$ cat src/rtl/msi_frame_pkg.sv
package msi_frame_pkg;

    localparam int FRAME_AW   = 12;
    localparam int BUS_DW     = 32;
    localparam int SIZE_W     = 4;
    localparam int ID_W       = 10;
    localparam int SPI_FIRST  = 32;
    localparam int MAX_LINES  = 128;
    localparam int MAX_ID     = 1020;
    localparam int CNT_W      = 11;
    localparam int FIRST_LSB  = 16;
    localparam int PROD_LSB   = 20;

    localparam logic [7:0] PROD_CODE = 8'h51;

    localparam logic [FRAME_AW-1:0] OFS_TYPE    = 12'h008;
    localparam logic [FRAME_AW-1:0] OFS_DOOR    = 12'h040;
    localparam logic [FRAME_AW-1:0] OFS_IDENT   = 12'hFCC;
    localparam logic [FRAME_AW-1:0] OFS_IDBLK_L = 12'hFD0;
    localparam logic [FRAME_AW-1:0] OFS_IDBLK_H = 12'hFFC;

    typedef enum logic [2:0] {
        SEL_NONE,
        SEL_TYPE,
        SEL_DOOR,
        SEL_IDENT,
        SEL_IDBLK
    } reg_sel_e;

    typedef struct packed {
        reg_sel_e sel;
        logic     wr_ok;
        logic     rd_ok;
    } access_s;

    typedef struct packed {
        logic          hit;
        logic [ID_W-1:0] offs;
    } rebase_s;

    function automatic reg_sel_e map_offset(input logic [FRAME_AW-1:0] a);
        if (a == OFS_TYPE)                            return SEL_TYPE;
        if (a == OFS_DOOR)                            return SEL_DOOR;
        if (a == OFS_IDENT)                           return SEL_IDENT;
        if (a >= OFS_IDBLK_L && a <= OFS_IDBLK_H)     return SEL_IDBLK;
        return SEL_NONE;
    endfunction

    function automatic logic write_size_ok(input logic [SIZE_W-1:0] s);
        return (s == SIZE_W'(2)) || (s == SIZE_W'(4));
    endfunction

    function automatic logic read_size_ok(input logic [SIZE_W-1:0] s);
        return s == SIZE_W'(4);
    endfunction

endpackage

$ cat src/rtl/msi_frame_decode.sv
module msi_frame_decode
    import msi_frame_pkg::*;
(
    input  logic [FRAME_AW-1:0] addr,
    input  logic [SIZE_W-1:0]   size,
    input  logic                wr,
    input  logic                rd,
    output access_s             acc
);
    always_comb begin
        acc.sel   = map_offset(addr);
        acc.wr_ok = wr && write_size_ok(size);
        acc.rd_ok = rd && read_size_ok(size);
    end
endmodule

$ cat src/rtl/msi_frame_rdmux.sv
module msi_frame_rdmux
    import msi_frame_pkg::*;
#(
    parameter int BASE_INT  = 0,
    parameter int NUM_LINES = 64
) (
    input  logic              clk,
    input  logic              rst,
    input  access_s           acc,
    output logic [BUS_DW-1:0] rdata
);
    localparam int FIRST_ID = BASE_INT + SPI_FIRST;

    localparam logic [BUS_DW-1:0] TYPE_VAL =
        (BUS_DW'(FIRST_ID) << FIRST_LSB) | BUS_DW'(NUM_LINES);
    localparam logic [BUS_DW-1:0] IDENT_VAL =
        BUS_DW'(PROD_CODE) << PROD_LSB;

    logic [BUS_DW-1:0] rd_value;

    always_comb begin
        unique case (acc.sel)
            SEL_TYPE:  rd_value = TYPE_VAL;
            SEL_IDENT: rd_value = IDENT_VAL;
            default:   rd_value = '0;
        endcase
    end

    always_ff @(posedge clk) begin
        if (rst)             rdata <= '0;
        else if (acc.rd_ok)  rdata <= rd_value;
        else                 rdata <= '0;
    end
endmodule

$ cat src/rtl/msi_id_rebase.sv
module msi_id_rebase
    import msi_frame_pkg::*;
#(
    parameter int BASE_INT  = 0,
    parameter int NUM_LINES = 64
) (
    input  logic            en,
    input  logic [ID_W-1:0] id,
    output rebase_s         res
);
    localparam int FIRST_ID = BASE_INT + SPI_FIRST;
    localparam int LIMIT_ID = FIRST_ID + NUM_LINES;

    localparam logic [CNT_W-1:0] FIRST_C = CNT_W'(FIRST_ID);
    localparam logic [CNT_W-1:0] LIMIT_C = CNT_W'(LIMIT_ID);

    logic [CNT_W-1:0] id_ext;
    logic [CNT_W-1:0] diff;
    logic             at_or_above;
    logic             below_limit;

    always_comb begin
        id_ext      = {1'b0, id};
        diff        = id_ext - FIRST_C;
        at_or_above = id_ext >= FIRST_C;
        below_limit = id_ext <  LIMIT_C;
        res.hit     = en && at_or_above && below_limit;
        res.offs    = diff[ID_W-1:0];
    end
endmodule

$ cat src/rtl/msi_pulse_bank.sv
module msi_pulse_bank
    import msi_frame_pkg::*;
#(
    parameter int NUM_LINES = 64
) (
    input  logic                 clk,
    input  logic                 rst,
    input  rebase_s              req,
    output logic [NUM_LINES-1:0] pulse
);
    for (genvar i = 0; i < NUM_LINES; i++) begin : g_line
        logic sel_i;
        assign sel_i = req.hit && (req.offs == ID_W'(i));

        always_ff @(posedge clk) begin
            if (rst) pulse[i] <= 1'b0;
            else     pulse[i] <= sel_i;
        end
    end
endmodule

$ cat src/rtl/msi_irq_frame.sv
module msi_irq_frame
    import msi_frame_pkg::*;
#(
    parameter int BASE_INT  = 0,
    parameter int NUM_LINES = 64
) (
    input  logic                 clk,
    input  logic                 rst,
    input  logic [11:0]          bus_addr,
    input  logic [31:0]          bus_wdata,
    input  logic [3:0]           bus_size,
    input  logic                 bus_wr,
    input  logic                 bus_rd,
    output logic [31:0]          bus_rdata,
    output logic [NUM_LINES-1:0] irq_pulse
);
    if (NUM_LINES < 1 || NUM_LINES > MAX_LINES) begin : g_bad_count
        $error("msi_irq_frame: NUM_LINES out of range 1..128");
    end
    if (BASE_INT < 0 || BASE_INT + SPI_FIRST + NUM_LINES > MAX_ID) begin : g_bad_base
        $error("msi_irq_frame: window passes interrupt number 1020");
    end

    access_s acc;
    rebase_s rb;
    logic    door_wr;
    logic    unused_wdata_hi;

    assign unused_wdata_hi = ^bus_wdata[BUS_DW-1:ID_W];

    msi_frame_decode u_decode (
        .addr (bus_addr),
        .size (bus_size),
        .wr   (bus_wr),
        .rd   (bus_rd),
        .acc  (acc)
    );

    assign door_wr = acc.wr_ok && (acc.sel == SEL_DOOR);

    msi_id_rebase #(
        .BASE_INT  (BASE_INT),
        .NUM_LINES (NUM_LINES)
    ) u_rebase (
        .en  (door_wr),
        .id  (bus_wdata[ID_W-1:0]),
        .res (rb)
    );

    msi_pulse_bank #(
        .NUM_LINES (NUM_LINES)
    ) u_pulses (
        .clk   (clk),
        .rst   (rst),
        .req   (rb),
        .pulse (irq_pulse)
    );

    msi_frame_rdmux #(
        .BASE_INT  (BASE_INT),
        .NUM_LINES (NUM_LINES)
    ) u_rdmux (
        .clk   (clk),
        .rst   (rst),
        .acc   (acc),
        .rdata (bus_rdata)
    );
endmodule

$ cat config.mk
export PLATFORM = sky130hd
export DESIGN_NAME = msi_irq_frame
export DESIGN_NICKNAME = d
export VERILOG_FILES = /design/src/rtl/msi_frame_pkg.sv /design/src/rtl/msi_frame_decode.sv /design/src/rtl/msi_frame_rdmux.sv /design/src/rtl/msi_id_rebase.sv /design/src/rtl/msi_pulse_bank.sv /design/src/rtl/msi_irq_frame.sv
export SDC_FILE = /design/constraint.sdc
export NUM_CORES = 1
export LEC_CHECK = 0
export ABC_CLOCK_PERIOD_IN_PS = 5050
export BUFFER_PORTS_ARGS = -buffer_cell sky130_fd_sc_hd__clkbuf_2
export CORE_MARGIN = 2
export CORE_UTILIZATION = 40
export DETAILED_ROUTE_END_ITERATION = 10
export PLACE_DENSITY_LB_ADDON = 0.2
export SETUP_SLACK_MARGIN = 0.05
export SLEW_MARGIN = 25
export SYNTH_ARGS = -nofsm -noshare
export SYNTH_HDL_FRONTEND = slang
export SYNTH_SLANG_ARGS = --single-unit
$ cat constraint.sdc
create_clock -name clk -period 5.05 [get_ports clk]
set_clock_uncertainty 0.1 [all_clocks]
set_input_delay 0.505 -clock clk [delete_from_list [all_inputs] [get_ports clk]]
set_output_delay 0.505 -clock clk [all_outputs]
set_load 0.03 [all_outputs]
==> results_dict.tcl <==
set metrics [dict create \
    start_kind "primary input" \
    period_share 0.5017 \
    routed_via_density 5.029 \
    clockRootBuffer "clkbuf_8" \
    combPwrFrac 0.081 \
    grt_pass1_wl_um 9349 \
    drive_gt1_frac 0.3528 \
    num_rows 28 \
    met3_usage 0.05070 \
    p_sw_mw 0.2645 \
    start_util 0.4183 \
    fin_ws_ps 2516 \
    post-place-ws_ps 1816 \
    fin_cells 418 \
    ys_seq_area_frac 0.5304 \
    fin_setup_tns_ps 0 \
    area_delta_synth_final_pct 21.65 \
    layout.cells.most_common "clkbuf_2" \
    cts_buffer_depth 2 \
    worstHoldStart "bus_addr[6]" \
    diodes 0 \
    post_synth_num_cell_types 33 \
    wirelength_um 5985 \
    worstMarginPinSlew_ps 798.2 \
    route.vias.total 2102 \
    drc 0 \
    synth-seq-cells 66 \
    hold_path.class "primary input to register" \
    hold_depth 2 \
    switching_share 0.2503 \
    fin_area_um2 3030 \
    synth_async_sr_flop_share 0 \
    vdd_drop_max_mv 0.1528 \
    clockPowerShare 0.427 \
    internal-power_mw 0.7922 \
    critPathSlowestCell "or4_4" \
    final_cell_mix "clkbuf_2 (98), nor4_1 (66), dfxtp_1 (66)" \
    critical_path_class "primary input to register" \
    grt_antenna_before_repair 0 \
    fmax_mhz 394.7 \
    yosys_warnings 0 \
    synth_area_um2 2491 \
    cp_top_family "simple AND/OR/NAND/NOR gates" \
    hpwl_um 4121 \
    synth_edf_count 0 \
    finalCriticalPeriod_ps 2534 \
    synthFlopType "dfxtp_1" \
    ios 148 \
    place_inst 402 \
    finalMaxSlewViolations 0 \
    drv_cap 0 \
    setup_violations 0 \
    cts_tree "built" \
    power_leakage_nw 1.285 \
    cp-end-kind "register" \
    hold_violations 0 \
    dieArea_um2 6875 \
    postRouteAntennaNets 0 \
    max_stage_delay_ps 830 \
    clock_sinks 66 \
    path_buf_inv 2 \
    die_w_um 82.92 \
    min_to "u_rdmux.rdata[21]$_SDFF_PP0_" \
    drt_pass1_iterations 4 \
    cp_max_fo 64 \
    clkTransAtPathRegs_ps 70 \
    ctsResizeCount 0 \
    top_usage_layer "met2" \
    postCtsSetupRepairBufs 0 \
    drtIter0Drc 78 \
    holdWs_ps 280.6 \
    wl_per_cell_um 14.32 \
    required_ps 5170 \
    io_buffers 98 \
    relSlewSlack 0.4663 \
    cts_max_level 3 \
    grtUsageTotal 0.1691 \
    synth_cells 254 \
    numCtsBuffers 9 \
    gr-total-overflow 0 \
    placed_area_um2 2811 \
    avgSynthCellArea_um2 9.808 \
    core-area_um2 5956 \
    grt_max_degree 65 \
    grt_pass1_vias 1903 \
    rsz0062_at_grt "no" \
    seq_power_share 0.492 \
    outcome "complete, no violations" \
    crit_arrival_ps 2660 \
    grt.met2_usage 0.2559 \
    power_density_nw_per_um2 348.7 \
    place_congestion 0.7419 \
    crit_chain "clkbuf_2 > inv_1 > ha_1 > nor4b_2 > o2111ai_1 > or4_4 > nor4_1" \
    cts_hold_buf 0 \
    fin_nets 392 \
    die_y_um 82.92 \
    use_met1 0.2224 \
]
## layer usage
metal	up-vias	wire [um]
met2	109	2758
met4	0	87
met5	-	0
met3	11	484
li1	1037	-
met1	945	2655
## power by group through the flow
stage	sequential (mW)	clock [mW]	combinational (mW)
floorplan	0.532	0	0.0773
global placement	0.532	0	0.0821
detailed placement	0.532	0	0.0835
CTS	0.520	0.458	0.0836
global route	0.520	0.485	0.0921
finish	0.520	0.451	0.0857
## worst max-delay path by stage
| stage | start | to | slack (ps) | depth (start not counted) |
|---|---|---|---|---|
| 6_report | bus_wdata[5] | u_pulses.pulse[37]$_SDFF_PP0_ | 2520 | 7 |
| 5_1_grt | bus_wdata[5] | u_pulses.pulse[51]$_SDFF_PP0_ | 2340 | 7 |
| 4_1_cts | bus_wdata[5] | u_pulses.pulse[37]$_SDFF_PP0_ | 2150 | 7 |
| 3_5_place_dp | bus_wdata[5] | u_pulses.pulse[57]$_SDFF_PP0_ | 1820 | 7 |
| 3_3_place_gp | bus_wdata[5] | u_pulses.pulse[17]$_SDFF_PP0_ | 1900 | 7 |
| 2_1_floorplan | bus_wdata[5] | u_pulses.pulse[12]$_SDFF_PP0_ | 2720 | 8 |
## stage by stage
step                total power, mW  utilization
floorplan                    0.6094            -
global placement             0.6142       0.4721
detailed placement           0.6157       0.4721
CTS                           1.062       0.5065
global route                  1.097       0.5088
finish                        1.057       0.5088
## flip-flops by register name (all words and copies together), names as in the netlist
signal	cells
u_rdmux.rdata	2
u_pulses.pulse	64
## synth_stat cells (all sizes together) (2+ instances only)
cell	number	area share
clkbuf	6	0.0090
or2	2	0.0050
or3	3	0.0075
nor4b	2	0.0095
nand3	6	0.012
nand2	22	0.033
nor3	2	0.0040
buf	45	0.14
nor2	10	0.016
nor4	66	0.17
dfxtp	66	0.53
inv	4	0.0060
nor2b	3	0.0075
ha	2	0.010
## cells by family after synthesis
kind of cell / Yosys count / share of synthesized area
compound gates: 5 / 0.01557
xor+xnor: 1 / 0.003516
fa+ha+maj: 2 / 0.01004
buf+inv: 55 / 0.1522
flops: 66 / 0.5304
other cells: 1 / 0.001505
simple gates: 124 / 0.2868
## cell type report
type | instances | area [um^2]
clock buffer | 12 | 155.1
tap | 75 | 93.84
timing repair buffer | 98 | 490.5
clock inverter | 4 | 50.05
inverter | 4 | 15.01
sequential | 66 | 1321
multi-input combinational | 159 | 904.6
fill | 597 | 2925
No activity file was read; power rests on OpenSTA's default activity.
